[src/rtl/ocp_pkg.sv]
package ocp_pkg;

    localparam int NCH    = 2;
    localparam int ADDR_W = 2;
    localparam int DATA_W = 32;

    // configuration word bit positions
    localparam int SEL_LSB   = 0;
    localparam int PRE_BIT   = 3;
    localparam int MODE_LSB  = 4;
    localparam int MODE_TOP  = 16;

    typedef enum logic [3:0] {
        OCM_FROZEN  = 4'd0,
        OCM_SET     = 4'd1,
        OCM_CLR     = 4'd2,
        OCM_TOG     = 4'd3,
        OCM_LOW     = 4'd4,
        OCM_HIGH    = 4'd5,
        OCM_PWM_A   = 4'd6,
        OCM_PWM_B   = 4'd7,
        OCM_OPM_A   = 4'd8,
        OCM_OPM_B   = 4'd9,
        OCM_RSV_A   = 4'd10,
        OCM_RSV_B   = 4'd11,
        OCM_CMB_OR  = 4'd12,
        OCM_CMB_AND = 4'd13,
        OCM_ASY_A   = 4'd14,
        OCM_ASY_B   = 4'd15
    } ocm_e;

    typedef struct packed {
        logic [1:0] sel;
        logic       pre;
        ocm_e       mode;
    } chcfg_t;

    typedef enum logic [1:0] {
        REF_LOW   = 2'd0,
        REF_HIGH  = 2'd1,
        HELD_LOW  = 2'd2,
        HELD_HIGH = 2'd3
    } ref_st_e;

    function automatic chcfg_t decode_cfg(input logic [DATA_W-1:0] w);
        chcfg_t c;
        c.sel  = w[SEL_LSB +: 2];
        c.pre  = w[PRE_BIT];
        c.mode = ocm_e'({w[MODE_TOP], w[MODE_LSB +: 3]});
        return c;
    endfunction

endpackage

[src/rtl/ocp_input_stage.sv]
module ocp_input_stage #(
    parameter int CNT_W = 16
) (
    input  logic             clk,
    input  logic             rst_n,
    input  logic [CNT_W-1:0] cnt_in,
    input  logic             cnt_down,
    input  logic             upd_evt,
    input  logic             trig_evt,
    output logic [CNT_W-1:0] cnt_q,
    output logic             dir_q,
    output logic             upd_q,
    output logic             trig_q
);

    always_ff @(posedge clk or negedge rst_n) begin
        if (!rst_n) begin
            cnt_q  <= '0;
            dir_q  <= 1'b0;
            upd_q  <= 1'b0;
            trig_q <= 1'b0;
        end else begin
            cnt_q  <= cnt_in;
            dir_q  <= cnt_down;
            upd_q  <= upd_evt;
            trig_q <= trig_evt;
        end
    end

endmodule

[src/rtl/ocp_chan_regs.sv]
module ocp_chan_regs
    import ocp_pkg::*;
#(
    parameter int CNT_W = 16,
    parameter int CH_ID = 0
) (
    input  logic              clk,
    input  logic              rst_n,
    input  logic              wr_en,
    input  logic [ADDR_W-1:0] wr_addr,
    input  logic [DATA_W-1:0] wr_data,
    input  logic              upd_evt,
    output chcfg_t            cfg_o,
    output logic [CNT_W-1:0]  cmp_o
);

    logic             cfg_hit;
    logic             cmp_hit;
    logic [CNT_W-1:0] shadow_q;
    logic [CNT_W-1:0] shadow_nxt;
    logic             unused_wr;

    // fast-enable and spare bits are accepted and dropped
    assign unused_wr  = ^wr_data;

    assign cfg_hit    = wr_en && (wr_addr[1] == CH_ID[0]) && !wr_addr[0];
    assign cmp_hit    = wr_en && (wr_addr[1] == CH_ID[0]) &&  wr_addr[0];
    assign shadow_nxt = cmp_hit ? wr_data[CNT_W-1:0] : shadow_q;

    always_ff @(posedge clk or negedge rst_n) begin
        if (!rst_n) begin
            cfg_o    <= '0;
            shadow_q <= '0;
            cmp_o    <= '0;
        end else begin
            if (cfg_hit) begin
                cfg_o <= decode_cfg(wr_data);
            end
            shadow_q <= shadow_nxt;
            if (cmp_hit && !cfg_o.pre) begin
                cmp_o <= wr_data[CNT_W-1:0];
            end else if (upd_evt) begin
                cmp_o <= shadow_nxt;
            end
        end
    end

endmodule

[src/rtl/ocp_ref_fsm.sv]
module ocp_ref_fsm
    import ocp_pkg::*;
#(
    parameter int CNT_W = 16
) (
    input  logic             clk,
    input  logic             rst_n,
    input  logic [1:0]       sel,
    input  ocm_e             mode,
    input  logic [CNT_W-1:0] cmp,
    input  logic [CNT_W-1:0] cnt_q,
    input  logic             dir_q,
    input  logic             trig_q,
    input  logic             upd_q,
    output logic             ref_o
);

    ref_st_e st_q;
    ref_st_e st_nxt;
    ref_st_e keep;
    ref_st_e pwm_st;
    logic    lvl;
    logic    held;
    logic    hit;
    logic    pwm_a;

    always_comb begin
        lvl    = (st_q == REF_HIGH) || (st_q == HELD_HIGH);
        held   = (st_q == HELD_LOW) || (st_q == HELD_HIGH);
        hit    = (cnt_q == cmp);
        pwm_a  = dir_q ? (cnt_q <= cmp) : (cnt_q < cmp);
        keep   = lvl ? REF_HIGH : REF_LOW;
        pwm_st = pwm_a ? REF_HIGH : REF_LOW;
        st_nxt = keep;
        if (sel == 2'b00) begin
            unique case (mode)
                OCM_SET:  st_nxt = hit ? REF_HIGH : keep;
                OCM_CLR:  st_nxt = hit ? REF_LOW : keep;
                OCM_TOG:  st_nxt = hit ? (lvl ? REF_LOW : REF_HIGH) : keep;
                OCM_LOW:  st_nxt = REF_LOW;
                OCM_HIGH: st_nxt = REF_HIGH;
                OCM_PWM_A, OCM_CMB_OR, OCM_ASY_A:
                    st_nxt = pwm_st;
                OCM_PWM_B, OCM_CMB_AND, OCM_ASY_B:
                    st_nxt = pwm_a ? REF_LOW : REF_HIGH;
                OCM_OPM_A: begin
                    if (trig_q)             st_nxt = HELD_LOW;
                    else if (held && !upd_q) st_nxt = st_q;
                    else                    st_nxt = dir_q ? REF_LOW : REF_HIGH;
                end
                OCM_OPM_B: begin
                    if (trig_q)             st_nxt = HELD_HIGH;
                    else if (held && !upd_q) st_nxt = st_q;
                    else                    st_nxt = dir_q ? REF_HIGH : REF_LOW;
                end
                default:  st_nxt = keep;
            endcase
        end
    end

    always_ff @(posedge clk or negedge rst_n) begin
        if (!rst_n) st_q <= REF_LOW;
        else        st_q <= st_nxt;
    end

    always_comb begin
        ref_o = (st_q == REF_HIGH) || (st_q == HELD_HIGH);
    end

endmodule

[src/rtl/ocp_combiner.sv]
module ocp_combiner
    import ocp_pkg::*;
(
    input  ocm_e       mode0,
    input  logic [1:0] refs,
    input  logic       dir_q,
    output logic       comb_o
);

    always_comb begin
        unique case (mode0)
            OCM_CMB_OR:           comb_o = refs[0] | refs[1];
            OCM_CMB_AND:          comb_o = refs[0] & refs[1];
            OCM_ASY_A, OCM_ASY_B: comb_o = dir_q ? refs[1] : refs[0];
            default:              comb_o = refs[0];
        endcase
    end

endmodule

[src/rtl/ocp_pair_top.sv]
module ocp_pair_top
    import ocp_pkg::*;
#(
    parameter int CNT_W = 16
) (
    input  logic              clk,
    input  logic              rst_n,
    input  logic [CNT_W-1:0]  cnt_in,
    input  logic              cnt_down,
    input  logic              upd_evt,
    input  logic              trig_evt,
    input  logic              wr_en,
    input  logic [1:0]        wr_addr,
    input  logic [31:0]       wr_data,
    output logic [1:0]        ref_out,
    output logic              comb_out
);

    logic [CNT_W-1:0] cnt_q;
    logic             dir_q;
    logic             upd_q;
    logic             trig_q;
    chcfg_t           cfg_q [NCH];
    logic [CNT_W-1:0] cmp_q [NCH];
    logic [NCH-1:0]   ref_w;
    logic [3:0]       mode0_w;
    logic [1:0]       sel0_w;

    ocp_input_stage #(.CNT_W(CNT_W)) u_in (
        .clk(clk), .rst_n(rst_n), .cnt_in(cnt_in), .cnt_down(cnt_down),
        .upd_evt(upd_evt), .trig_evt(trig_evt),
        .cnt_q(cnt_q), .dir_q(dir_q), .upd_q(upd_q), .trig_q(trig_q)
    );

    for (genvar c = 0; c < NCH; c++) begin : g_ch
        ocp_chan_regs #(.CNT_W(CNT_W), .CH_ID(c)) u_regs (
            .clk(clk), .rst_n(rst_n), .wr_en(wr_en), .wr_addr(wr_addr),
            .wr_data(wr_data), .upd_evt(upd_evt),
            .cfg_o(cfg_q[c]), .cmp_o(cmp_q[c])
        );
        ocp_ref_fsm #(.CNT_W(CNT_W)) u_fsm (
            .clk(clk), .rst_n(rst_n), .sel(cfg_q[c].sel), .mode(cfg_q[c].mode),
            .cmp(cmp_q[c]), .cnt_q(cnt_q), .dir_q(dir_q),
            .trig_q(trig_q), .upd_q(upd_q), .ref_o(ref_w[c])
        );
    end

    ocp_combiner u_comb (
        .mode0(cfg_q[0].mode), .refs(ref_w), .dir_q(dir_q), .comb_o(comb_out)
    );

    assign ref_out = ref_w;
    assign mode0_w = cfg_q[0].mode;
    assign sel0_w  = cfg_q[0].sel;

endmodule

[config.mk]
export PLATFORM = sky130hd
export DESIGN_NAME = ocp_pair_top
export DESIGN_NICKNAME = d
export VERILOG_FILES = /design/src/rtl/ocp_pkg.sv /design/src/rtl/ocp_input_stage.sv /design/src/rtl/ocp_chan_regs.sv /design/src/rtl/ocp_ref_fsm.sv /design/src/rtl/ocp_combiner.sv /design/src/rtl/ocp_pair_top.sv
export SDC_FILE = /design/constraint.sdc
export NUM_CORES = 1
export LEC_CHECK = 0
export ABC_AREA = 1
export BUFFER_PORTS_ARGS = -buffer_cell sky130_fd_sc_hd__buf_2
export CAP_MARGIN = 20
export CORE_AREA = 2 2 116 118
export CTS_CLUSTER_DIAMETER = 200
export DETAILED_ROUTE_END_ITERATION = 6
export DIE_AREA = 0 0 118 120
export HOLD_SLACK_MARGIN = 0.1
export PLACE_DENSITY_LB_ADDON = 0.1
export SETUP_SLACK_MARGIN = 0.1
export SLEW_MARGIN = 10
export SYNTH_ARGS = -nofsm -noshare
export SYNTH_HDL_FRONTEND = slang
export SYNTH_SLANG_ARGS = --single-unit
[constraint.sdc]
create_clock -name clk -period 2.2 [get_ports clk]
set_clock_uncertainty 0.1 [all_clocks]
set_input_delay 0.22 -clock clk [delete_from_list [all_inputs] [get_ports clk]]
set_output_delay 0.22 -clock clk [all_outputs]
set_load 0.03 [all_outputs]
==> results of run 1 <==
## flip-flops by register name (all words and copies together), names as in the netlist
register / count
u_in.dir_q: 1
u_in.upd_q: 1
u_in.cnt_q: 16
g_ch.u_regs.cmp_o: 32
g_ch.u_regs.cfg_o: 14
g_ch.u_regs.shadow_q: 32
u_in.trig_q: 1
g_ch.u_fsm.st_q: 4
## routing by layer
layer	vias to the layer above	part of all wire	wire, µm	global-route usage
met5	-	0	0	0
met4	0	0.016	165	0.0542
met3	17	0.042	442	0.0380
met2	62	0.45	4750	0.257
met1	1674	0.49	5210	0.214
li1	1878	-	-	-
## metrics by stage
stage          setup slack, ns  instance area, µm²  hold slack, ns  setup TNS, ns  std cells
2_1_floorplan            0.114                4800          -0.176              0        524
3_5_place_dp            -0.115                5330          0.0697         -0.200        751
4_1_cts                -0.0641                5980           0.102         -0.122        800
3_3_place_gp           -0.0821                5330          0.0682         -0.143        751
5_1_grt                 -0.247                6050           0.145         -0.468        800
6_report               -0.0987                6050           0.100         -0.134        800
## power groups by stage
stage / registers [W] / clock network (W) / logic [W]
after floorplan: 0.00225 / 0 / 0.000839
after global placement: 0.00229 / 0 / 0.00113
after detailed placement: 0.00230 / 0 / 0.00115
after CTS: 0.00226 / 0.00167 / 0.00122
after global routing: 0.00229 / 0.00175 / 0.00143
final: 0.00227 / 0.00161 / 0.00123
## final cells by class
cell class,instances,area share
sequential,101,0.418
multi-input combinational,326,0.322
timing repair buffer,103,0.125
inverter,78,0.0484
clock buffer,13,0.0430
tap,176,0.0364
clock inverter,3,0.00724
## cell usage after synthesis (all sizes together)
cell	count
a21o	2
a21oi	13
o211ai	1
a211oi	2
inv	78
nor2	22
nor3	5
nand3	14
a21boi	1
ha	36
buf	15
nand4	7
o21ai	83
nand2	133
mux2	2
xor2	1
o2111ai	4
dfrtp	101
clkbuf	4
## worst register-to-register path, cell delays in order (launching register included)
cell       delay, ns
dfrtp_1         0.43
ha_4            0.29
nand4_1         0.13
nor3_2          0.13
buf_4           0.14
nand4_1         0.15
ha_1            0.32
nand2_1         0.06
o2111ai_2       0.08
nand3_1         0.10
nor2_1          0.09
nand3_1         0.07
nand2_1         0.06
inv_1           0.04
## cells by family after synthesis
logic type / count (synthesis) / synth area share
and+or+nand+nor: 181 / 0.152
AOI/OAI and AO/OA: 106 / 0.134
DFF: 101 / 0.526
buffers and inverters: 97 / 0.0875
adders and majority gates: 36 / 0.0938
muxes: 2 / 0.00469
xor gates and xnor gates: 1 / 0.00182
## cells in the final DEF, fill, tap and decap left out, drive strengths merged
| cell | count |
|---|---|
| nand2 | 133 |
| dfrtp | 101 |
| o21ai | 83 |
| inv | 78 |
| buf | 72 |
| ha | 36 |
| dlygate4sd3 | 31 |
| nor2 | 22 |
| nand3 | 14 |
| a21oi | 13 |
| clkbuf | 13 |
| nand4 | 7 |
| nor3 | 5 |
| o2111ai | 4 |
| a21o | 2 |
| mux2 | 2 |
| a211oi | 2 |
| clkinv | 2 |
| o211ai | 1 |
| a21boi | 1 |
| xor2 | 1 |
| bufinv | 1 |
## worst max-delay path by stage
stage / depth (start not counted) / slack [ns] / startpoint / end
floorplan: 12 / 0.11 / u_in.cnt_q[15] / g_ch[1].u_fsm.st_q[0]
global placement: 14 / -0.08 / u_in.cnt_q[9] / g_ch[0].u_fsm.st_q[0]
detailed placement: 14 / -0.12 / u_in.cnt_q[15] / g_ch[0].u_fsm.st_q[0]
CTS: 14 / -0.06 / u_in.cnt_q[11] / g_ch[0].u_fsm.st_q[0]
global route: 13 / -0.25 / u_in.cnt_q[11] / g_ch[1].u_fsm.st_q[0]
finish: 13 / -0.1 / u_in.cnt_q[11] / g_ch[1].u_fsm.st_q[0]
## what timing repair did
action                                  in CTS  in global routing
gates cloned                                 0                  0
hold buffers                                31                  0
setup buffers                                2                  0
gates resized for setup                      5                 11
pin swaps                                   13                  7
hold endpoints to repair                    66                  0
endpoints found under the setup margin       2                  2
==> results by group, run 1 <==
Floorplan
  – FP Rows: 42
  – Starting density of the core: 0.370
  – Core area: 13,000 µm²
  – Die span in y: 120 µm
  – Io pins: 59
  – Die Width: 118 µm
  – DIE AREA: 14,200 µm²

Clocking
  – Clk sink count: 101
  – Root buffer cell: clkbuf_16
  – Clock slew at reported path FFs: 0.07 ns
  – Worst-Skew Late Latency: 0.35 ns
  – TritonCTS clock tree: done
  – Total CTS buffers: 9
  – H-tree levels: 3
  – Longest Clk Path Bufs: 2

Drt
  – Routed WL per cell: 13.2 µm
  – Iteration-0 DRC Markers: 143
  – DRC Markers: 0
  – Detailed Route WL: 10,600 µm
  – Via-to-Cell Ratio: 4.54
  – ANT nets after route: 0
  – First-pass DRT Iterations: 4
  – Routed vias: 3,631

Timing
  – Slew Viols, Final: 0
  – Final setup vio count: 2
  – Worst-Margin Slew: 0.531 ns
  – Final critical-path required period: 2.30 ns
  – Final Hold Fails: 0
  – Period utilisation layout: 1.04
  – RSZ-0062 raised after global routing: true
  – Setup ws final: -0.0987 ns
  – Max Fclk: 0.435 GHz
  – Rel. slew slack: 0.645

Power
  – Pwr per Cell Area: 845 nW/µm²
  – Register share of total power: 0.444
  – Max VDD drop: 0.375 mV
  – Net Sw Power: 0.00153 W
  – Sw Share: 0.299
  – Total power: 0.00511 W
  – Comb power frac: 0.241
  – Clock power share: 0.316
  – LEAKAGE: 3.03 nW
  – Internal power: 0.00358 W

Flow run
  – Max-cap viol count: 0

Cells and area
  – Area grow syn2layout: 25.9%
  – Diodes inserted: 0
  – Fill count: 1,249
  – Register area: 2530 µm²
  – Nets: 711
  – Fraction of layout cells with a size suffix above 1: 0.204
  – Area of the multi-input gates: 1940 µm²
  – Fin util: 0.466

Synthesis
  – Register area share after synthesis: 0.526
  – Post-synthesis instance total: 524
  – Cell area after synthesis: 4800 µm²
  – Yosys top cell by area: dfrtp_1
  – Ys Warns: 0
  – Avg Cell Area, Syn: 9.17 µm²
  – Share of the synthesized area in the top cell type: 0.526
  – Synth area leaders: dfrtp_1 (53%), nand2_1 (10%), ha_1 (9.4%)
  – #FFs+latches synth: 101
  – Syn nets: 616
  – Unique masters post-synth: 26

Setup path
  – R2R Path Start: u_in.cnt_q[11]
  – Critical path type: flop to flop
  – Reg2Reg Setup Slack: -0.1 ns
  – CP required: 2.34 ns
  – CP Capture Type: flop
  – Reg2Reg Depth: 13
  – Crit path cell chain: ha_4 -> nand4_1 -> nor3_2 -> buf_4 -> nand4_1 -> ha_1 -> nand2_1 -> o2111ai_2 -> nand3_1 -> nor2_1 -> nand3_1 -> nand2_1 -> inv_1
  – Worst reg2reg path endpoint: g_ch[1].u_fsm.st_q[0]
  – Slowest CP cell: dfrtp_1
  – CP peak stage delay: 0.43 ns
  – Crit start category: flop
  – Critical Path AT: 2.44 ns
  – Worst Path Max Fanout: 2
  – CP Buf/Inv Count: 2
  – Critical path's top delay family: simple AND/OR/NAND/NOR gates

Run status
  – Outcome: complete, but fails checks
  – Failing checks: negative setup slack

Global route
  – Vias in the first global route: 3,641
  – Initial antenna violation count: 0
  – Largest net degree at the start of global routing: 76
  – Grt ovf: 0
  – All-Layer GR Usage: 0.160
  – Global-route wire length before repair: 17,800 µm

Hold path
  – Min-Delay Path Depth: 3
  – Hold_sp: wr_data[0]
  – Min-delay worst type: primary input to flop
  – Worst hold endpoint: g_ch[0].u_regs.cfg_o[5]

Placed design
  – DP HPWL: 7530 µm
  – Gpl congestion: 0.828
  – PortBufs: 43
No activity file was read; power rests on OpenSTA's default activity.
==> run 2, diff against run 1 <==
--- a/config.mk
+++ b/config.mk
@@ -6,12 +6,13 @@
 export NUM_CORES = 1
 export LEC_CHECK = 0
 export ABC_AREA = 1
-export BUFFER_PORTS_ARGS = -buffer_cell sky130_fd_sc_hd__buf_2
+export BUFFER_PORTS_ARGS = -buffer_cell sky130_fd_sc_hd__buf_4
 export CAP_MARGIN = 20
 export CORE_AREA = 2 2 116 118
 export CTS_CLUSTER_DIAMETER = 200
 export DETAILED_ROUTE_END_ITERATION = 6
 export DIE_AREA = 0 0 118 120
+export GPL_TIMING_DRIVEN = 0
 export HOLD_SLACK_MARGIN = 0.1
 export PLACE_DENSITY_LB_ADDON = 0.1
 export SETUP_SLACK_MARGIN = 0.1
==> results by group, run 2 (synthesized netlist as in run 1, its figures left out) <==
Clocking
  – Longest Clk Path Bufs: 2 (unchanged)
  – Root buffer cell: clkbuf_16
  – Total CTS buffers: 9 (unchanged)
  – Clk sink count: 101 (unchanged)
  – Worst-Skew Late Latency: 0.36 ns (about the same)
  – TritonCTS clock tree: done
  – H-tree levels: 3 (unchanged)
  – Clock slew at reported path FFs: 0.07 ns (about the same)

Placed design
  – Gpl congestion: 0.806 (-2.7%)
  – Place WS: -0.483 ns (-0.368 ns)
  – PortBufs: 43 (unchanged)
  – Placed Area: 5350 µm² (+0.40%)
  – DP HPWL: 7880 µm (+4.7%)

Cells and area
  – Fill count: 1,270 (+1.7%)
  – Diodes inserted: 0 (unchanged)
  – Biggest regs: g_ch.u_regs.cmp_o x32, g_ch.u_regs.shadow_q x32, u_in.cnt_q x16
  – Nets: 714 (+0.42%)
  – Commonest non-fill, non-tap cells in the layout: nand2_1 (130), dfrtp_1 (101), inv_1 (74)
  – Design Area, Final: 6180 µm² (+2.1%)
  – Fraction of layout cells with a size suffix above 1: 0.201 (-0.00257)
  – Area of the multi-input gates: 1960 µm² (+0.90%)
  – Area grow syn2layout: 28.6%
  – Register area: 2530 µm² (unchanged)
  – Most common cell after layout, fill and taps aside: nand2_1

Floorplan
  – Die span in y: 120 µm (unchanged)
  – Die Width: 118 µm (unchanged)
  – Starting density of the core: 0.370 (unchanged)
  – DIE AREA: 14,200 µm² (unchanged)
  – FP Rows: 42 (unchanged)
  – Core area: 13,000 µm² (unchanged)
  – Io pins: 59 (unchanged)

Setup path
  – Critical Path AT: 2.52 ns (+0.08 ns)
  – Slowest CP cell: dfrtp_1
  – CP Capture Type: flop
  – Crit start category: flop
  – CP most frequent cell: nand2_1
  – CP required: 2.35 ns (about the same)
  – Worst Path Max Fanout: 3 (+1)
  – Reg2Reg Depth: 12 (-1)
  – CP peak stage delay: 0.39 ns (-0.04 ns)
  – Critical path type: flop to flop
  – Crit path cell chain: ha_1 -> nand2_1 -> nor3_4 -> nand4_1 -> ha_1 -> nand2_1 -> o2111ai_1 -> nand3_1 -> nor2_1 -> nand3_1 -> nand2_1 -> inv_1

Power
  – Max VDD drop: 0.540 mV (+44%)
  – LEAKAGE: 3.07 nW (+1.4%)
  – Pwr per Cell Area: 842 nW/µm² (-0.35%)

Drt
  – Iteration-0 DRC Markers: 314 (+120%)
  – Met3 WL post-DR: 459 µm (+3.8%)
  – Routed vias: 3,692 (+1.7%)
  – Via-to-Cell Ratio: 4.60 (+1.3%)
  – ANT nets after route: 0 (unchanged)
  – Met2 WL: 5480 µm (+15%)
  – Detailed Route WL: 11,600 µm (+10%)
  – M1 WL: 5560 µm (+6.8%)
  – DR top layer: met4
  – Routed WL per cell: 14.5 µm (+9.6%)
  – First-pass DRT Iterations: 4 (unchanged)
  – DRC Markers: 0 (unchanged)

Timing
  – Slew Viols, Final: 0 (unchanged)
  – Final setup vio count: 2 (unchanged)
  – Rel. slew slack: 0.367 (-0.278)
  – Max Fclk: 0.422 GHz (-3.0%)
  – Period utilisation layout: 1.08 (+0.0328)
  – RSZ-0062 raised after global routing: true
  – Final Hold Fails: 0 (unchanged)
  – Worst-Margin Slew: 0.950 ns (+0.419 ns)
  – WHS: 0.115 ns (+0.0148 ns)
  – Final critical-path required period: 2.37 ns (+0.0722 ns)
  – Setup ws final: -0.171 ns (-0.0722 ns)

Run status
  – Outcome: complete, but fails checks
  – Failing checks: negative setup slack

Hold path
  – Min-delay worst type: primary input to flop
  – Min-Delay Path Depth: 3 (unchanged)

Global route
  – All-Layer GR Usage: 0.180 (+0.0197)
  – Vias in the first global route: 3,736 (+2.6%)
  – Largest net degree at the start of global routing: 102 (+34%)
  – Grt ovf: 0 (unchanged)
  – Initial antenna violation count: 0 (unchanged)
  – Global-route wire length before repair: 19,300 µm (+8.9%)

Flow run
  – Max-cap viol count: 0 (unchanged)
==> run 2: cell types whose count changed in the layout (fill, tap and decap cells not counted), moves of 3 or more <==
| cell | change |
|---|---|
| buf_6 | +5 |
| buf_2 | -36 |
| buf_4 | +30 |
| clkbuf_1 | +3 |
==> run 2: through the flow <==
| stage | setup TNS, ns | cells | utilization | total power (W) |
|---|---|---|---|---|
| CTS | -0.378 | 803 | 0.474 | 0.00525 |
| global placement | -0.757 | 743 | 0.412 | 0.00344 |
| floorplan | 0 | 524 | - | 0.00309 |
| global route | -0.540 | 803 | 0.476 | 0.00557 |
| finish | -0.227 | 803 | 0.476 | 0.00520 |
| detailed placement | -0.767 | 743 | 0.412 | 0.00347 |
==> run 2: routing by layer <==
metal	vias up	GRT usage
met5	-	0
met4	0	0.0542
met3	10	0.0447
met2	61	0.289
met1	1742	0.241
li1	1879	-
==> run 2: final cells by class <==
type | instances | area share
plain buffers | 19 | 0.0207
multi-input cells | 326 | 0.318
repair buffers | 87 | 0.119
inverters | 78 | 0.0474
flip-flops and latches | 101 | 0.409
well taps | 176 | 0.0357
clock buffers | 11 | 0.0393
clock inverters | 5 | 0.0107
==> run 2: worst paths after layout <==
kind / from / endpoint / slack, ns
worst min-delay path: wr_data[1] / g_ch[1].u_regs.shadow_q[1] / 0.12
max in group asynchronous: rst_n / u_in.cnt_q[5] / 0.90
worst max-delay path: u_in.cnt_q[15] / g_ch[1].u_fsm.st_q[0] / -0.17
min in group asynchronous: rst_n / g_ch[1].u_regs.shadow_q[11] / 0.44
worst max register to register: u_in.cnt_q[15] / g_ch[1].u_fsm.st_q[0] / -0.17
worst min register to register: g_ch[1].u_regs.shadow_q[2] / g_ch[1].u_regs.shadow_q[2] / 0.37
==> run 2: power by group <==
part           switching (W)  total (W)  internal (W)
logic               0.000752    0.00129      0.000535
registers           0.000120    0.00225       0.00213
clock network       0.000734    0.00166      0.000928
==> run 2: what timing repair did <==
action                                  in CTS  in global routing
gates resized for setup                     13                  5
endpoints found under the setup margin       2                  2
hold endpoints to repair                   143                  0
pin swaps                                   19                 11
hold buffers                                32                  0
setup buffers                               12                  0
==> run 2: critical path, delay by kind of cell (launching register included) <==
kind            cells  cell delay [ns]
compound gates      1             0.07
fa+ha+maj           2             0.65
buf+inv             1             0.03
flops               1             0.39
simple gates        8             1.02
==> run 3, diff against run 2 <==
--- a/config.mk
+++ b/config.mk
@@ -8,10 +8,10 @@
 export ABC_AREA = 1
 export BUFFER_PORTS_ARGS = -buffer_cell sky130_fd_sc_hd__buf_4
 export CAP_MARGIN = 20
-export CORE_AREA = 2 2 116 118
+export CORE_AREA = 2 2 102 104
 export CTS_CLUSTER_DIAMETER = 200
 export DETAILED_ROUTE_END_ITERATION = 6
-export DIE_AREA = 0 0 118 120
+export DIE_AREA = 0 0 104 106
 export GPL_TIMING_DRIVEN = 0
 export HOLD_SLACK_MARGIN = 0.1
 export PLACE_DENSITY_LB_ADDON = 0.1
==> results by group, run 3 (synthesized netlist as in run 1, its figures left out) <==
Run status
  – Outcome: complete, but fails checks
  – Failing checks: negative setup slack

Timing
  – Period utilisation layout: 1.08 (+0.00116)
  – Setup ws final: -0.174 ns (-0.00256 ns)
  – Rel. slew slack: 0.490 (+0.123)
  – Final setup vio count: 2 (unchanged)
  – Slew Viols, Final: 0 (unchanged)
  – RSZ-0062 raised after global routing: true
  – Setup TNS: -0.265 ns (-0.0372 ns)
  – Final critical-path required period: 2.37 ns (+0.00256 ns)
  – Final Hold Fails: 0 (unchanged)
  – Max Fclk: 0.421 GHz (-0.11%)
  – Worst-Margin Slew: 0.765 ns (-0.185 ns)

Hold path
  – Hold_sp: wr_data[5]
  – Min-delay worst type: primary input to flop

Setup path
  – CP required: 2.38 ns (+0.03 ns)
  – Critical Path AT: 2.55 ns (+0.03 ns)
  – Crit start category: flop
  – Worst Path Max Fanout: 2 (-1)
  – Worst setup path startpoint: u_in.cnt_q[10]
  – Crit path cell chain: ha_1 -> nand4_1 -> nor3_4 -> nand4_1 -> ha_1 -> nand2_1 -> o2111ai_1 -> nand3_1 -> nor2_1 -> nand3_1 -> nand2_1 -> inv_1
  – R2R Path Start: u_in.cnt_q[10]
  – Critical path type: flop to flop
  – CP peak stage delay: 0.40 ns (about the same)
  – CP Capture Type: flop
  – Slowest CP cell: dfrtp_1

Flow run
  – Max-cap viol count: 0 (unchanged)

Power
  – Pwr per Cell Area: 806 nW/µm² (-4.2%)
  – LEAKAGE: 3.05 nW (-0.50%)
  – Max VDD drop: 0.352 mV (-35%)

Drt
  – Routed WL per cell: 14.7 µm (+1.4%)
  – ANT nets after route: 0 (unchanged)
  – First-pass DRT Iterations: 4 (unchanged)
  – Routed vias: 3,799 (+2.9%)
  – Via-to-Cell Ratio: 4.97 (+8.0%)
  – DRC Markers: 0 (unchanged)
  – Detailed Route WL: 11,200 µm (-3.4%)
  – Iteration-0 DRC Markers: 141 (-55%)

Clocking
  – Clk sink count: 101 (unchanged)
  – Root buffer cell: clkbuf_8
  – Clock slew at reported path FFs: 0.10 ns (+0.03 ns)
  – Worst-Skew Late Latency: 0.37 ns (about the same)
  – Total CTS buffers: 9 (unchanged)
  – TritonCTS clock tree: done
  – Longest Clk Path Bufs: 2 (unchanged)
  – H-tree levels: 3 (unchanged)

Placed design
  – DP HPWL: 7590 µm (-3.7%)
  – Gpl congestion: 0.901 (+12%)
  – PortBufs: 43 (unchanged)
  – Placed Area: 5320 µm² (-0.63%)

Floorplan
  – Starting density of the core: 0.480 (+0.110)
  – DIE AREA: 11,000 µm² (-22%)
  – Core area: 10000 µm² (-23%)
  – Io pins: 59 (unchanged)
  – Die Width: 104 µm (-12%)
  – FP Rows: 37 (-12%)
  – Die span in y: 106 µm (-12%)

Cells and area
  – Fraction of layout cells with a size suffix above 1: 0.211 (+0.0105)
  – Area grow syn2layout: 27.3%
  – Fin util: 0.612 (+0.136)
  – Biggest regs: g_ch.u_regs.cmp_o x32, g_ch.u_regs.shadow_q x32, u_in.cnt_q x16
  – Most common cell after layout, fill and taps aside: nand2_1
  – Design Area, Final: 6120 µm² (-0.97%)
  – Diodes inserted: 0 (unchanged)
  – Commonest non-fill, non-tap cells in the layout: nand2_1 (127), dfrtp_1 (101), inv_1 (74)
  – Nets: 716 (+0.28%)

Global route
  – GRT met3 Usage: 0.0264 (-0.0183)
  – Largest net degree at the start of global routing: 61 (-40%)
  – GRT met2 Usage: 0.342 (+0.0524)
  – Grt peak-use layer: met2
  – All-Layer GR Usage: 0.218 (+0.0384)
  – Vias in the first global route: 3,792 (+1.5%)
  – Initial antenna violation count: 0 (unchanged)
  – Global-route wire length before repair: 18,700 µm (-3.5%)
  – Met1 Usage GRT: 0.307 (+0.0655)
  – Grt ovf: 0 (unchanged)
-- run 3: power by group --
part | internal (W) | switching, W | total, W
Clock | 0.000700 | 0.000632 | 0.00133
Sequential | 0.00213 | 0.000120 | 0.00225
Combinational | 0.000574 | 0.000779 | 0.00135
Total | 0.00340 | 0.00153 | 0.00493
-- run 3: stage by stage --
stage               hold WS (ns)  cells  setup slack [ns]  power (W)
floorplan                 -0.176    524             0.114    0.00309
global placement           0.229    703            -0.422    0.00342
detailed placement         0.231    704            -0.444    0.00346
CTS                        0.100    761            -0.200    0.00487
global route               0.119    765            -0.278    0.00525
finish                     0.105    765            -0.174    0.00493
-- run 3: what timing repair did --
item,4_1_cts,5_1_grt
endpoints found under the hold margin,105,0
pin swaps,17,18
gates resized for setup,9,17
setup buffers,8,4
endpoints found under the setup margin,2,2
hold buffers,33,0
-- run 3: cell type report --
cell class | instances | area (µm²)
plain buffers | 19 | 128
repair buffers | 89 | 767
inverters | 78 | 293
clock buffers | 12 | 155
multi-input cells | 326 | 2010
well taps | 136 | 170
fillers | 855 | 3880
flip-flops and latches | 101 | 2530
clock inverters | 4 | 70.1
-- run 3: worst paths after layout --
path,endpoint,slack (ns),depth (start not counted)
worst max-delay path,g_ch[1].u_fsm.st_q[0],-0.17,12
worst min-delay path,g_ch[1].u_regs.cfg_o[1],0.11,3
worst max register to register,g_ch[1].u_fsm.st_q[0],-0.17,12
worst min register to register,g_ch[1].u_regs.shadow_q[2],0.37,2
max in group asynchronous,g_ch[1].u_regs.cmp_o[4],0.94,3
min in group asynchronous,g_ch[1].u_regs.cmp_o[10],0.36,2
-- run 3: per-layer routing --
layer  share of wire  vias up
met5               0        -
met4           0.030        0
met3           0.025       25
met2            0.45       84
met1            0.49     1807
li1                -     1883
-- run 3: worst max-delay path: cells and delay by family, from the launching register on --
kind | cells | cell delay [ns]
AO/OA/AOI/OAI | 1 | 0.07
adder cells (fa/ha/maj) | 2 | 0.66
buffers and inverters | 1 | 0.03
flip-flops | 1 | 0.40
AND/OR/NAND/NOR | 8 | 1.04
